File: src/rtl/pfm_pkg.sv
package pfm_pkg;
    localparam int unsigned REG_AW = 2;

    typedef enum logic [1:0] {
        FN_GPIO = 2'b00,
        FN_A    = 2'b01,
        FN_B    = 2'b10,
        FN_C    = 2'b11
    } pin_fn_e;

    typedef enum logic [REG_AW-1:0] {
        RA_SEL_LO = 2'd0,
        RA_SEL_HI = 2'd1,
        RA_KEEP   = 2'd2,
        RA_VOID   = 2'd3
    } reg_addr_e;

    typedef struct packed {
        logic val;
        logic en;
    } drive_t;

    typedef struct packed {
        logic en;
        logic up;
    } pull_t;

    // Effective function of one pin given its select bits and force state.
    function automatic pin_fn_e resolve_fn(logic lo, logic hi, logic forced, logic keep);
        if (forced && !keep) begin
            return FN_GPIO;
        end
        return pin_fn_e'({hi, lo});
    endfunction
endpackage

File: src/rtl/pfm_regfile.sv
module pfm_regfile
    import pfm_pkg::*;
#(
    parameter int unsigned NPINS = 32
) (
    input  logic                clk,
    input  logic                rst,
    input  logic                wr_en,
    input  logic [REG_AW-1:0]   addr,
    input  logic [NPINS-1:0]    wdata,
    output logic [NPINS-1:0]    rdata,
    output logic [NPINS-1:0]    sel_lo,
    output logic [NPINS-1:0]    sel_hi,
    output logic [NPINS-1:0]    keep
);
    always_ff @(posedge clk) begin
        if (rst) begin
            sel_lo <= '0;
            sel_hi <= '0;
            keep   <= '1;
        end else if (wr_en) begin
            case (reg_addr_e'(addr))
                RA_SEL_LO: sel_lo <= wdata;
                RA_SEL_HI: sel_hi <= wdata;
                RA_KEEP:   keep   <= wdata;
                default:   ;
            endcase
        end
    end

    always_comb begin
        case (reg_addr_e'(addr))
            RA_SEL_LO: rdata = sel_lo;
            RA_SEL_HI: rdata = sel_hi;
            RA_KEEP:   rdata = keep;
            default:   rdata = '0;
        endcase
    end
endmodule

File: src/rtl/pfm_sync2.sv
module pfm_sync2 #(
    parameter int unsigned STAGES = 2
) (
    input  logic clk,
    input  logic rst,
    input  logic d,
    output logic q
);
    logic [STAGES-1:0] stg;

    always_ff @(posedge clk) begin
        if (rst) begin
            stg <= '0;
        end else begin
            stg <= {stg[STAGES-2:0], d};
        end
    end

    assign q = stg[STAGES-1];
endmodule

File: src/rtl/pfm_lane.sv
module pfm_lane
    import pfm_pkg::*;
(
    input  logic   sel_lo,
    input  logic   sel_hi,
    input  logic   keep,
    input  logic   forced,
    input  drive_t gpio_drv,
    input  pull_t  gpio_pull,
    input  drive_t fa_drv,
    input  drive_t fb_drv,
    input  drive_t fc_drv,
    output drive_t pad_drv,
    output pull_t  pad_pull,
    output logic   wake
);
    pin_fn_e fn;

    always_comb begin
        fn = resolve_fn(sel_lo, sel_hi, forced, keep);
        unique case (fn)
            FN_A:    pad_drv = fa_drv;
            FN_B:    pad_drv = fb_drv;
            FN_C:    pad_drv = fc_drv;
            default: pad_drv = gpio_drv;
        endcase
    end

    assign pad_pull = gpio_pull;
    assign wake     = forced & ~keep;
endmodule

File: src/rtl/pin_func_mux.sv
module pin_func_mux
    import pfm_pkg::*;
#(
    parameter int unsigned NPINS = 32
) (
    input  logic              clk,
    input  logic              rst,
    input  logic              reg_wr,
    input  logic [1:0]        reg_addr,
    input  logic [NPINS-1:0]  reg_wdata,
    output logic [NPINS-1:0]  reg_rdata,
    input  logic              sleep_force_i,
    input  logic [NPINS-1:0]  gpio_out_i,
    input  logic [NPINS-1:0]  gpio_oe_i,
    input  logic [NPINS-1:0]  gpio_pull_en_i,
    input  logic [NPINS-1:0]  gpio_pull_up_i,
    input  logic [NPINS-1:0]  fa_out_i,
    input  logic [NPINS-1:0]  fa_oe_i,
    input  logic [NPINS-1:0]  fb_out_i,
    input  logic [NPINS-1:0]  fb_oe_i,
    input  logic [NPINS-1:0]  fc_out_i,
    input  logic [NPINS-1:0]  fc_oe_i,
    output logic [NPINS-1:0]  pad_out_o,
    output logic [NPINS-1:0]  pad_oe_o,
    output logic [NPINS-1:0]  pad_pull_en_o,
    output logic [NPINS-1:0]  pad_pull_up_o,
    output logic [NPINS-1:0]  wake_en_o
);
    logic [NPINS-1:0] sel_lo;
    logic [NPINS-1:0] sel_hi;
    logic [NPINS-1:0] sleep_keep;
    logic             force_s;

    pfm_regfile #(.NPINS(NPINS)) u_regs (
        .clk    (clk),
        .rst    (rst),
        .wr_en  (reg_wr),
        .addr   (reg_addr),
        .wdata  (reg_wdata),
        .rdata  (reg_rdata),
        .sel_lo (sel_lo),
        .sel_hi (sel_hi),
        .keep   (sleep_keep)
    );

    pfm_sync2 #(.STAGES(2)) u_force_sync (
        .clk (clk),
        .rst (rst),
        .d   (sleep_force_i),
        .q   (force_s)
    );

    for (genvar i = 0; i < NPINS; i++) begin : g_lane
        drive_t drv_o;
        pull_t  pull_o;

        pfm_lane u_lane (
            .sel_lo    (sel_lo[i]),
            .sel_hi    (sel_hi[i]),
            .keep      (sleep_keep[i]),
            .forced    (force_s),
            .gpio_drv  ('{val: gpio_out_i[i], en: gpio_oe_i[i]}),
            .gpio_pull ('{en: gpio_pull_en_i[i], up: gpio_pull_up_i[i]}),
            .fa_drv    ('{val: fa_out_i[i], en: fa_oe_i[i]}),
            .fb_drv    ('{val: fb_out_i[i], en: fb_oe_i[i]}),
            .fc_drv    ('{val: fc_out_i[i], en: fc_oe_i[i]}),
            .pad_drv   (drv_o),
            .pad_pull  (pull_o),
            .wake      (wake_en_o[i])
        );

        assign pad_out_o[i]     = drv_o.val;
        assign pad_oe_o[i]      = drv_o.en;
        assign pad_pull_en_o[i] = pull_o.en;
        assign pad_pull_up_o[i] = pull_o.up;
    end
endmodule

File: config.mk
export PLATFORM = sky130hd
export DESIGN_NAME = pin_func_mux
export DESIGN_NICKNAME = d
export VERILOG_FILES = /design/src/rtl/pfm_pkg.sv /design/src/rtl/pfm_regfile.sv /design/src/rtl/pfm_sync2.sv /design/src/rtl/pfm_lane.sv /design/src/rtl/pin_func_mux.sv
export SDC_FILE = /design/constraint.sdc
export NUM_CORES = 1
export LEC_CHECK = 0
export ABC_AREA = 1
export CORE_AREA = 10 10 204 206
export DETAILED_ROUTE_END_ITERATION = 7
export DIE_AREA = 0 0 214 216
export GPL_TIMING_DRIVEN = 0
export PLACE_DENSITY = 0.61
export SYNTH_ARGS = -nofsm -noshare
export SYNTH_HDL_FRONTEND = slang
export SYNTH_SLANG_ARGS = --single-unit
File: constraint.sdc
create_clock -name clk -period 1.33 [get_ports clk]
set_input_delay 0.266 -clock clk [delete_from_list [all_inputs] [get_ports clk]]
set_output_delay 0.266 -clock clk [all_outputs]
set_load 0.02 [all_outputs]
-- Word-level counts from Yosys, hierarchy flattened
Index checks and enable logic that the tools add are counted.
- register bits after elaboration: 98
- input bits: 358
- logic and storage cells: 363
- equality and inequality tests: 98
- muxes and demuxes: 129
- bitwise logic cells: 64
- reduce and logical (&&, ||, !) cells: 68
- operators with widths (operator ; number):
    2-bit one-hot mux with 3 select lines ; 32
    2-bit equality test, second input constant ; 65
    2-bit 2-to-1 mux ; 64
    32-bit one-hot mux with 3 select lines ; 1
    2-bit by 1-bit equality test with 1-bit output, second input constant ; 33
    1-bit bitwise AND ; 32
    1-bit logical AND ; 32
    1-bit zero test ; 32
    1-bit 2-to-1 mux ; 32
    1-bit inverter ; 32
    2-bit AND reduction ; 3
    2-bit zero test ; 1

-- Depth between registers and ports, before layout
- word-level depth: 6
- gate-level depth with buffers: 7
- depth with buffers taken out: 6

-- By module
From an unflattened synthesis, not the netlist that was laid out.
- cell total of the unflattened synthesis: 1279
- area, all modules: 7822.5 sq um
- modules (own cells, without submodules) (module ; times used ; cells each ; area each (sq um) ; sequential area each (sq um)):
    pfm_regfile ; 1 ; 665 ; 4404.2 ; 1921.8
    pfm_lane ; 32 ; 19 ; 105.1 ; 0.0
    pfm_sync2 ; 1 ; 6 ; 55.1 ; 40.0

-- Least setup slack after synthesis
Ideal clock, no wire load.
- path type: flip-flop to output port
- start point: register u_force_sync.stg[1]
- end point: output pad_oe_o[2]
- arrival time: 1170 ps
- data required time: 1064 ps
- slack: -106 ps
- stages on the path, launching flop included: 8
- cell sequence: dfxtp_1 > buf_4 > buf_4 > nand2_1 > inv_1 > nor2_1 > nor2_1 > nor2_1
- word-level cells in the longest chain between the ends: 5
- elaborated cells between the ends (all ways): 7
- ends and longest elaborated chain (item ; line ; text):
    start, declared ; pfm_sync2.sv:9 ; logic [STAGES-1:0] stg;
    start signal, assigned ; pfm_sync2.sv:15 ; stg <= {stg[STAGES-2:0], d};
    1-bit logical AND (*) ; pfm_pkg.sv:30 ; if (forced && !keep) begin
    1-bit 2-to-1 mux (*) ; pfm_pkg.sv:30 ;
    2-bit 2-to-1 mux (*) ; pfm_pkg.sv:33 ; return pin_fn_e'({hi, lo});
    2-bit equality test or 2-bit by 1-bit equality test with 1-bit output (tied branches) ; pfm_lane.sv:21 ; unique case (fn)
    2-bit one-hot mux with 3 select lines (*) ; pfm_lane.sv:21 ;
    end, declared ; pin_func_mux.sv:24 ; output logic [NPINS-1:0] pad_oe_o,
Every way passes the cells marked *; elsewhere a longest branch is shown, timed or not.

-- Worst setup path in the final report
- start point: register u_force_sync.stg[1]
- end point: output pad_oe_o[11]
The elaborated chain is that of the path after synthesis.

==> results.txt <==
run status - complete, but fails checks
failing checks - setup timing
drt initial violations - 627
CP top delay family - buffers and inverters
Max-Cap Viols - 0
largest family of logic cells by synthesized area - simple AND/OR/NAND/NOR gates
share of layout cells above drive strength 1 - 0.375
Crit Path Category - flop to output pin
worst reg2reg endpoint - u_regs.sel_lo[4]$_SDFFE_PP0P_
post-DR wirelength/cell - 21.6 µm
number of vias per cell - 4.74
first-pass GRT wire length - 69,600 µm
mux contribution to synthesized area - 0
max-slew violations - 0
PortBufs - 483
slew margin rel. - 0.494
core area - 0.0374 mm²
placement-stage cell area - 0.0129 mm²
Max stage delay on crit path - 360 ps
io pins - 550
Die Ht - 216 µm
final setup TNS - -47,140 ps
LEAKAGE - 6.60 nW
worst hold path type - input pin to flop
Worst Path Required - 1060 ps
crit-path cells - buf_12 > inv_16 > buf_12 > nor2_4 > nor2_2 > nand3_1 > nand3_2 > buf_6
Peak VDD IR - 0.000553 V
sequential fraction of the synthesis area - 0.267
Reg2Reg Setup Slack - 460 ps
starting density of the core - 0.197
RSZ-0062 raised after global routing - true
CTS clk-pin slew, worst paths - 70 ps
Yosys top cell area share - 0.267
total CTS buffers - 9
Mapped Nets - 1,517
worst slew pin tran - 758 ps
# clock sinks - 98
r2r startpoint - u_regs.sel_lo[4]$_SDFFE_PP0P_
Worst-Skew Late Latency - 340 ps
most frequent cells in the layout - clkdlybuf4s50_1 (353), nand2_1 (209), buf_4 (146), nand4_1 (139), buf_6 (113)
Gate Count Post-Synth - 1,159
Multi-input gate area - 0.00531 mm²
gr ovfl total - 0
Via Count - 10.5k
Simple-Gate Fraction of Synth Area - 0.357
overall routing resource usage - 0.195
clk root buf - clkbuf_16
die area - 0.0462 mm²
most common cell after layout, fill and taps aside - clkdlybuf4s50_1
DP HPWL - 37,100 µm
Die X - 214 µm
complex-gate fraction of the synthesized area - 0.171
CP arrival - 1660 ps
largest net degree at the start of global routing - 17
layout overhead on the synthesized area - 114%
critical path's slowest cell - dfxtp_4
initial antenna violation count - 4
setup violators final - 128
Hold Buf Count CTS - 0
final instance area - 0.0157 mm²
critical path's most frequent cell - buf_12
Crit. path cell count - 8
fmax - 519 MHz
Fillers - 3,753
crit end category - output pin
final worst path period share - 1.45
number of synthesized register bits - 98
Register-to-Register Path Depth - 2
Placement Setup Slack - -1720 ps
Power Total - 10.6 mW
CTS tree - yes
antenna-violating nets left - 0
number of global-route vias before repair - 11.0k
Synth area leader - dfxtp_1
top cells by area, synth - dfxtp_1 (27%), nand2_1 (14%), nand4_1 (12%)
Critical Path Fanout Max - 7
H-tree levels - 3
synth unique cells - 23
drt first pass iters - 5
DRC - 0
register area - 0.00211 mm²
Rows - 71
crit path buf inv count - 4
Post-Synth Adder-Cell Area - 0
synth warn - 0
fin crit period - 1930 ps
Post-Synth XOR/XNOR Area - 0
Avg Inst Size Synth - 6.35 µm²
power per standard cell area - 672 mW/mm²
final setup margin - -597 ps
final number of hold-violating endpoints - 0
GP Congestion - 0.917
clk buf depth - 2
Clock Skews - 0.0648 ps
Post-Route WL - 47,800 µm
worst hold start - rst
Final Net Count - 2,054
WHS Endpoint - u_regs.sel_hi[1]$_SDFFE_PP0P_
Hold Path Stages - 2
Mapped Area - 0.00736 mm²
Critical Path Source Type - flop
## sequential cells by signal, summed over array words and instances, names as in the netlist
| signal | count |
|---|---|
| u_regs.sel_lo | 32 |
| u_regs.sel_hi | 32 |
| u_force_sync.stg | 2 |
| u_regs.keep | 32 |
## synthesized netlist by cell type
cell type and number:
o21ai_1 10, inv_2 5, clkinv_1 1, buf_2 13, o22ai_1 6, nand2_4 1
buf_1 3, clkbuf_1 20, and2_0 1, nor2_1 32, nor2_4 2, nand4_1 139
nand3_1 109, inv_1 141, nand2_1 271, a21oi_1 83, o21ai_0 47, dfxtp_1 98
o211ai_1 32, o221ai_1 32, buf_4 107, nand2_2 3, nor2_2 3
## worst reg2reg max path, stage by stage, from the launching register on
cell and delay (ps):
dfxtp_1 490, inv_1 130, a21oi_1 170
## report_power, final
group | switching [mW] | internal (mW) | total (mW)
Sequential | 0.190 | 3.03 | 3.22
Clock | 1.27 | 1.71 | 2.97
Combinational | 2.12 | 2.26 | 4.38
Total | 3.58 | 7.00 | 10.6
## area by class of cell
cell class	instances	area share
Clock inverter	6	0.00572
Antenna cell	2	0.000318
Tap cell	511	0.0406
Clock buffer	10	0.0152
Sequential cell	98	0.134
Multi-Input combinational cell	771	0.337
Inverter	147	0.0408
Timing Repair Buffer	541	0.358
Buffer	128	0.0683
## worst max-delay path by stage
stage / start / to / slack [ps]
after floorplan: u_force_sync.stg[1]$_SDFF_PP0_ / pad_oe_o[12] / -40
after global placement: reg_addr[1] / reg_rdata[31] / -1710
after detailed placement: reg_addr[1] / reg_rdata[31] / -1720
after CTS: u_force_sync.stg[1]$_SDFF_PP0_ / pad_out_o[2] / -630
after global routing: u_force_sync.stg[1]$_SDFF_PP0_ / pad_oe_o[11] / -660
final: u_force_sync.stg[1]$_SDFF_PP0_ / pad_oe_o[11] / -600
## layer usage
metal	GRT usage	vias to the layer above	part of all wire
li1	-	5031	-
met1	0.217	4952	0.39
met5	0	-	0.00090
met3	0.0509	41	0.073
met4	0.0355	6	0.015
met2	0.365	471	0.52
## stage by stage
stage,utilization,std cells,hold WS (ps)
after floorplan,-,1159,373
after global placement,0.346,2153,390
after detailed placement,0.346,2153,396
after CTS,0.401,2203,206
after global routing,0.421,2213,235
final,0.421,2214,224
## repair_timing
action,4_1_cts,5_1_grt
setup endpoints to repair,222,150
pin swaps,51,57
setup buffers,36,18
gates resized for setup,1145,216
cloned,7,0
## kinds of logic (layout without fill, tap and decap cells)
kind of cell,count (synthesis),after routing
buf+inv,290,832
compound gates,210,210
other cells,0,2
simple gates,561,561
flops,98,98
Power figures use the tool's default switching activity.
